## src/rtl/cyc_fair_timer.sv

```systemverilog
module cyc_fair_timer #(
  parameter int CYCLE_TICKS = 100,
  parameter int ISO_GAP     = 2,
  parameter int SUB_GAP     = 10,
  parameter int RST_GAP     = 20
) (
  input  logic                               clk,
  input  logic                               rst_n,
  input  logic                               tick,
  input  logic                               bus_idle,
  input  logic                               cm_en,
  input  logic                               iso_req,
  input  logic                               async_req,
  input  logic                               won,
  output logic                               iso_ok,
  output logic                               async_ok,
  output logic                               cyc_start,
  output logic [$clog2(CYCLE_TICKS+1)-1:0]   cyc_delay
);
  localparam int IW = $clog2(RST_GAP + 1);
  localparam int CW = $clog2(CYCLE_TICKS);
  localparam int DW = $clog2(CYCLE_TICKS + 1);
  localparam logic [IW-1:0] ISO_T  = IW'(ISO_GAP);
  localparam logic [IW-1:0] SUB_T  = IW'(SUB_GAP);
  localparam logic [IW-1:0] RST_T  = IW'(RST_GAP);
  localparam logic [CW-1:0] LAST_C = CW'(CYCLE_TICKS - 1);
  localparam logic [DW-1:0] DLY_MAX = '1;

  logic [IW-1:0] idle_cnt;
  logic [CW-1:0] cyc_cnt;
  logic [DW-1:0] dly_cnt;
  logic          arb_en, iso_open, iso_done, pend;

  wire due = cm_en && tick && (cyc_cnt == LAST_C);

  assign iso_ok   = iso_open && !iso_done && iso_req && bus_idle && (idle_cnt >= ISO_T);
  assign async_ok = arb_en && async_req && bus_idle && (idle_cnt >= SUB_T);

  always_ff @(posedge clk) begin
    if (!rst_n) idle_cnt <= '0;
    else if (!bus_idle) idle_cnt <= '0;
    else if (tick && idle_cnt < RST_T) idle_cnt <= idle_cnt + 1'b1;
  end

  always_ff @(posedge clk) begin
    if (!rst_n) arb_en <= 1'b1;
    else if (won && async_ok) arb_en <= 1'b0;
    else if (idle_cnt == RST_T) arb_en <= 1'b1;
  end

  always_ff @(posedge clk) begin
    if (!rst_n) begin
      iso_open <= 1'b0;
      iso_done <= 1'b0;
    end else if (cyc_start) begin
      iso_open <= 1'b1;
      iso_done <= 1'b0;
    end else begin
      if (idle_cnt >= SUB_T) iso_open <= 1'b0;
      if (won && iso_ok) iso_done <= 1'b1;
    end
  end

  always_ff @(posedge clk) begin
    if (!rst_n) begin
      cyc_cnt   <= '0;
      dly_cnt   <= '0;
      pend      <= 1'b0;
      cyc_start <= 1'b0;
      cyc_delay <= '0;
    end else begin
      cyc_start <= 1'b0;
      if (!cm_en) cyc_cnt <= '0;
      else if (tick) cyc_cnt <= (cyc_cnt == LAST_C) ? '0 : cyc_cnt + 1'b1;
      if (!cm_en) begin
        pend <= 1'b0;
      end else if (due) begin
        pend    <= 1'b1;
        dly_cnt <= '0;
      end else if (pend && bus_idle) begin
        pend      <= 1'b0;
        cyc_start <= 1'b1;
        cyc_delay <= dly_cnt;
      end else if (pend && tick && dly_cnt != DLY_MAX) begin
        dly_cnt <= dly_cnt + 1'b1;
      end
    end
  end
endmodule


```

## config.mk

```make
export PLATFORM = sky130hd
export DESIGN_NAME = cyc_fair_timer
export DESIGN_NICKNAME = d
export VERILOG_FILES = /design/src/rtl/cyc_fair_timer.sv
export SDC_FILE = /design/constraint.sdc
export NUM_CORES = 1
export LEC_CHECK = 0
export BUFFER_PORTS_ARGS = -buffer_cell sky130_fd_sc_hd__buf_2
export CAP_MARGIN = 20
export CORE_MARGIN = 8
export CORE_UTILIZATION = 45
export DETAILED_ROUTE_END_ITERATION = 6
export GPL_ROUTABILITY_DRIVEN = 0
export SYNTH_ARGS = -nofsm -noshare
export SYNTH_HDL_FRONTEND = slang
export SYNTH_SLANG_ARGS = --single-unit
```

## constraint.sdc

```tcl
create_clock -name clk -period 2.21 [get_ports clk]
set_input_delay 0.1105 -clock clk [delete_from_list [all_inputs] [get_ports clk]]
set_output_delay 0.1105 -clock clk [all_outputs]
set_load 0.02 [all_outputs]
```

==> summary.md, run 1 <==
| Metric | Value |
|---|---|
| Crit path max fanout | 4 |
| RSZ-0062 raised after global routing | no |
| Flops & latches, synth | 31 |
| DRC | 0 |
| Die width | 70.8 um |
| Top Metal Used | met4 |
| Cell Area, Placed | 1460 um^2 |
| Sequential share of power | 60.6% |
| P&R area growth vs syn | 12.0% |
| IO Pins | 18 |
| Total routed wirelength | 2.55 mm |
| Switching share of power | 22.3% |
| Synthesized instance count | 145 |
| Reg-to-reg startpoint | dly_cnt[1] |
| Initial Util | 45.8% |
| Post-Syn Nets | 157 |
| Post-synth top area share | 45.9% |
| CTS max path bufs | 2 |
| Num rows | 20 |
| Pins Over Slew Limit | 0 |
| Worst Skew | 0.00922 ns |
| Final period util | 72.0% |
| Yosys top cell by area | dfxtp_1 |
| TritonCTS clock tree | done |
| Drt via density | 5.29 |
| WL per Instance | 12.8 um |
| First-pass DRT Iterations | 4 |
| Post-CTS Setup Bufs | 0 |
| Leakage | 0.000579 uW |
| Later-pin clock latency in the skew report | 0.33 ns |
| Share of total power in the clock network | 35.2% |
| Final instance area | 1510 um^2 |
| Crit path required time | 2.43 ns |
| CP arrival | 1.81 ns |
| Wl on met1 | 1.22 mm |
| Worst Tran Pin Value | 0.467 ns |
| Die Y-Extent | 70.8 um |
| Layout Utilization | 51.3% |
| CP Capture Type | flip-flop |
| Rel. slew slack | 68.6% |
| Critical Path Start Type | flip-flop |
| Int Pwr | 723 uW |
| Vias | 1,053 |
| # H-tree levels | 2 |
| Number of enable flip-flop cells after synthesis | 0 |
| Routed length on met2 | 1.14 mm |
| GRT Residual Overflow | 0 |
| Vias in the first global route | 1,002 |
| Filler Cells Inserted | 288 |
| Yosys cell types | 34 |
| F_max | 0.629 GHz |
| Initial DRC Count | 43 |
| Antenna violations before repair | 0 |
| Core area | 2950 um^2 |
| Routed wl met3 | 118 um |
| Nets | 178 |
| Ys Warns | 0 |
| Async SR Flop Fraction | 0% |
| Min-delay worst type | in -> reg |
| Top cells by area, synth | dfxtp_1, mux2i_1, nor2_1, xor2_1, ha_1 |
| Critical path class | reg -> reg |
| Ant diodes | 0 |
| Comb power frac | 4.2% |
| Largest net degree at the start of global routing | 15 |
| Psw | 207 uW |
| Max VDD drop | 300 uV |
| Clock slew at reported path FFs | 0.09 ns |
| Top_reg_cell synth | dfxtp_1 |
| Worst Reg-to-Reg Cells | 5 |
| Synthesized area per cell | 9.32 um^2 |
| Register-to-Register Setup Slack | 0.62 ns |
| Root Buffer | clkbuf_4 |
| Final min period | 1.59 ns |
| Setup-failing EPs final | 0 |
| # hold bufs at CTS | 0 |
| Status | finished clean |
| Final Hold Vio Count | 0 |
| Hold WS | 0.0731 ns |
| Max-cap violations | 0 |
| Critical Path Source | dly_cnt[1] |
| Setup TNS | 0 ns |
| Worst r2r dst | dly_cnt[1] |
| Post-Syn Area | 1350 um^2 |
| Power Density | 615 nW/um^2 |
| First-pass GRT wire length | 4.50 mm |
| Layout cells sized above 1 | 15.7% |
| Die ar. | 5010 um^2 |
| Worst setup endpoint | dly_cnt[1] |
| Sequential-to-total area share from yosys stat | 45.9% |
| Detail Placement HPWL | 1.86 mm |
| Num Clock Sinks | 31 |
| Post-CTS Resized | 0 |
| Port Buffers | 17 |
| Inserted Clock Buffers | 5 |
| Post-DRT Antenna Nets | 0 |
| GRT Total Usage | 11.2% |
[layer usage]
metal	up-vias	GRT usage, %
li1	543	-
met1	486	13.5
met2	17	16.5
met3	7	4.80
met4	0	6.00
met5	-	0
[per-stage QoR]
step	worst slack (ns)	total power (uW)	instances
final	0.619	930	199
after CTS	0.588	945	199
after floorplan	0.814	600	145
after detailed placement	0.622	616	192
after global routing	0.449	973	199
after global placement	0.614	616	192
[sequential cells by signal (all words and copies together) (netlist names)]
register / count
iso_done: 1
cyc_start: 1
cyc_delay: 7
dly_cnt: 7
idle_cnt: 5
arb_en: 1
pend: 1
cyc_cnt: 7
iso_open: 1
[how the worst min path moves through the flow]
stage | from | endpoint | slack (ns) | cells after the start
final | bus_idle | cyc_start | 0.07 | 3
after global routing | bus_idle | cyc_start | 0.07 | 3
after CTS | won | arb_en | 0.04 | 3
after detailed placement | won | arb_en | 0.40 | 3
after global placement | won | arb_en | 0.40 | 3
after floorplan | bus_idle | cyc_start | 0.23 | 2
[critical path, cell delays in order (launching register included)]
cell     delay, ns
dfxtp_1       0.39
ha_1          0.21
nand3_1       0.14
o21ai_0       0.43
mux2i_1       0.26
nor2_1        0.05
[power by group through the flow]
stage,Sequential [uW],Combinational (uW),Clock (uW)
after floorplan,577,23.8,0
after global placement,577,38.6,0
after detailed placement,577,38.9,0
after CTS,564,39.1,341
after global routing,565,43.5,365
final,564,38.9,327
[layout by cell type (no fill, tap or decap), types with 2 or more instances in the layout]
cell,netlist,final
a31oi_1,3,3
xor2_1,8,8
nand3_1,6,6
nand4b_1,2,2
xnor2_1,4,4
nand2_1,11,11
nor2_1,22,22
nand4_1,2,2
o21ai_0,3,3
inv_1,3,3
dfxtp_1,31,31
clkbuf_4,0,5
a21oi_1,6,6
mux2i_1,9,9
nor2b_1,8,8
buf_2,1,17
ha_1,4,4
nor3_1,4,4
and3_1,2,2
[layout make-up]
class / instances / area (um^2) / area share, %
multi-input cells: 108 / 699 / 46.2
flip-flops and latches: 31 / 621 / 41.0
repair buffers: 17 / 85.1 / 5.62
clock buffers: 6 / 51.3 / 3.39
well taps: 33 / 41.3 / 2.73
inverters: 3 / 11.3 / 0.744
clock inverters: 1 / 5.00 / 0.331
[cells by family (layout without fill, tap and decap cells)]
logic type | after synthesis | count (layout) | synth area share (%)
adders and majority gates | 4 | 4 | 3.70
buffers and inverters | 6 | 27 | 2.31
AOI/OAI and AO/OA | 18 | 18 | 9.26
DFF | 31 | 31 | 45.9
and+or+nand+nor | 65 | 65 | 24.4
muxes | 9 | 9 | 6.67
xor gates and xnor gates | 12 | 12 | 7.78
[Yosys cell counts (4+ instances only)]
cell / number
nand2_1: 11
mux2i_1: 9
nor2b_1: 8
xnor2_1: 4
ha_1: 4
nand3_1: 6
nor2_1: 22
a21oi_1: 6
nor3_1: 4
xor2_1: 8
dfxtp_1: 31
Note: power is estimated with default switching activity, not from simulation.
==> run 2: changes to the inputs <==
- PLACE_DENSITY: not set -> 0.67
- clock period: 2.21 -> 1.4 ns (I/O delays scaled with it)
==> summary.md, run 2 (synthesis gave the netlist of run 1 again) <==
| Metric | Value |
|---|---|
| Worst Tran Pin Value | 0.435 ns (was 0.467 ns) |
| Worst Reg-to-Reg Cells | 4 (was 5) |
| DP Worst Slack | -0.155 ns (was 0.622 ns) |
| Rel. slew slack | 70.7% (was 68.6%) |
| Number of buffers and inverters on the critical path | 0 (unchanged) |
| Most frequent cells in the layout | nor2_1, dfxtp_1, buf_4 (was dfxtp_1, nor2_1, buf_2) |
| Final WS setup | -0.0182 ns (was 0.619 ns) |
| Detail Placement HPWL | 2.11 mm (was 1.86 mm) |
| Num Clock Sinks | 31 (unchanged) |
| DRC | 0 (unchanged) |
| Cell Area, Placed | 1540 um^2 (was 1460 um^2) |
| Max-cap violations | 0 (unchanged) |
| Final instance area | 1760 um^2 (was 1510 um^2) |
| TritonCTS clock tree | done (unchanged) |
| Inserted Clock Buffers | 5 (unchanged) |
| Final period util | 101% (was 72.0%) |
| Die ar. | 5010 um^2 (unchanged) |
| Drt via density | 5.20 (was 5.29) |
| Design Power | 1700 uW (was 930 uW) |
| Final min period | 1.42 ns (was 1.59 ns) |
| Hold Path Cell Cnt | 2 (was 3) |
| Root Buffer | clkbuf_4 (unchanged) |
| Nets | 195 (was 178) |
| Critical Path Start Type | flip-flop (unchanged) |
| Crit path max fanout | 7 (was 4) |
| GRT Residual Overflow | 0 (unchanged) |
| F_max | 0.705 GHz (was 0.629 GHz) |
| Max VDD drop | 603 uV (was 300 uV) |
| Placed Cells | 203 (was 192) |
| Antenna violations before repair | 0 (unchanged) |
| Layout cells sized above 1 | 34.2% (was 15.7%) |
| Setup-failing EPs final | 5 (was 0) |
| CTS max path bufs | 2 (unchanged) |
| Leakage | 0.000695 uW (was 0.000579 uW) |
| Reg-to-reg startpoint | cyc_cnt[4] (was dly_cnt[1]) |
| Final Hold Vio Count | 0 (unchanged) |
| Clock slew at reported path FFs | 0.10 ns (was 0.09 ns) |
| Hold Path Sink | arb_en (was cyc_start) |
| CP arrival | 1.65 ns (was 1.81 ns) |
| Area of the multi-input gates | 764 um^2 (was 699 um^2) |
| Setup TNS | -0.0354 ns (was 0 ns) |
| Crit path required time | 1.63 ns (was 2.43 ns) |
| GRT Total Usage | 12.5% (was 11.2%) |
| Failing checks | setup timing |
| Hold path start | rst_n (was bus_idle) |
| Die width | 70.8 um (unchanged) |
| Worst Skew | 0.00809 ns (was 0.00922 ns) |
| Port Buffers | 17 (unchanged) |
| Crit-path cells | or3b_4 -> o2111a_2 -> mux2i_1 -> nor2b_1 (was ha_1 -> nand3_1 -> o21ai_0 -> mux2i_1 -> nor2_1) |
| FF/Latch Area | 632 um^2 (was 621 um^2) |
| P&R area growth vs syn | 30.4% (was 12.0%) |
| RSZ-0062 raised after global routing | yes (was no) |
| Core area | 2950 um^2 (unchanged) |
| Critical path's top delay family | simple AND/OR/NAND/NOR gates (was compound AO/OA/AOI/OAI gates) |
| WL per Instance | 14.3 um (was 12.8 um) |
| Worst r2r dst | cyc_delay[5] (was dly_cnt[1]) |
| Critical path class | reg -> reg (unchanged) |
| Initial Util | 45.8% (unchanged) |
| Power Density | 966 nW/um^2 (was 615 nW/um^2) |
| Largest regs | cyc_cnt: 7 flops, cyc_delay: 7 flops, dly_cnt: 7 flops (unchanged) |
| Vias in the first global route | 1,118 (was 1,002) |
| Largest net degree at the start of global routing | 15 (unchanged) |
| Initial DRC Count | 60 (was 43) |
| CP Capture Type | flip-flop (unchanged) |
| Min-delay worst type | in -> reg (unchanged) |
| CP Depth | 4 (was 5) |
| First-pass DRT Iterations | 4 (unchanged) |
| Post-DRT Antenna Nets | 0 (unchanged) |
| # H-tree levels | 2 (unchanged) |
| Pins Over Slew Limit | 0 (unchanged) |
| Ant diodes | 0 (unchanged) |
| Final cell count without fillers | 217 (was 199) |
| Filler Cells Inserted | 280 (was 288) |
| IO Pins | 18 (unchanged) |
| Total routed wirelength | 3.10 mm (was 2.55 mm) |
| Later-pin clock latency in the skew report | 0.33 ns (about the same) |
| Vias | 1,128 (was 1,053) |
| First-pass GRT wire length | 4.98 mm (was 4.50 mm) |
| Register-to-Register Setup Slack | -0.02 ns (was 0.62 ns) |
| Slowest CP cell | or3b_4 (was o21ai_0) |
| CP peak stage delay | 0.40 ns (was 0.43 ns) |
| Status | finished with violations (was finished clean) |
| Die Y-Extent | 70.8 um (unchanged) |
| Num rows | 20 (unchanged) |
## run 2: cell type report
class	instances	area share, %
inverters	3	0.781
multi-input cells	108	43.4
repair buffers	34	12.7
flip-flops and latches	31	35.9
well taps	33	2.34
clock buffers	6	2.91
clock inverters	2	1.99
## run 2: repair_timing
action | in CTS | in global routing
setup buffers | 3 | 2
pin swaps | 10 | 7
hold endpoints to repair | 1 | 0
hold buffers | 1 | 0
gates resized for setup | 10 | 20
setup endpoints to repair | 22 | 23
## run 2: power by group
group / switching (uW) / internal, uW
Combinational: 43.3 / 38.4
Clock: 305 / 422
Sequential: 6.25 / 887
Total: 354 / 1350
## run 2: per-layer routing
metal | part of all wire, % | vias to the layer above | global-route usage, %
li1 | - | 576 | -
met1 | 44 | 522 | 14.8
met2 | 49 | 21 | 19.5
met3 | 4.6 | 9 | 4.38
met4 | 2.5 | 0 | 6.24
met5 | 0 | - | 0
## run 2: how the worst max path moves through the flow
stage | start | end | slack (ns)
2_1_floorplan | dly_cnt[0] | dly_cnt[1] | 0.004
3_3_place_gp | cyc_cnt[5] | cyc_cnt[2] | -0.07
3_5_place_dp | cyc_cnt[0] | cyc_delay[5] | -0.15
4_1_cts | cyc_cnt[4] | cyc_delay[5] | -0.05
5_1_grt | cyc_cnt[1] | cyc_delay[5] | -0.09
6_report | cyc_cnt[4] | cyc_delay[5] | -0.02
## run 2: through the flow
step,util (%),hold WS [ns]
5_1_grt,59.7,0.0252
4_1_cts,56.8,0.00893
6_report,59.7,0.0239
2_1_floorplan,-,0.191
3_5_place_dp,52.2,0.369
3_3_place_gp,52.2,0.360
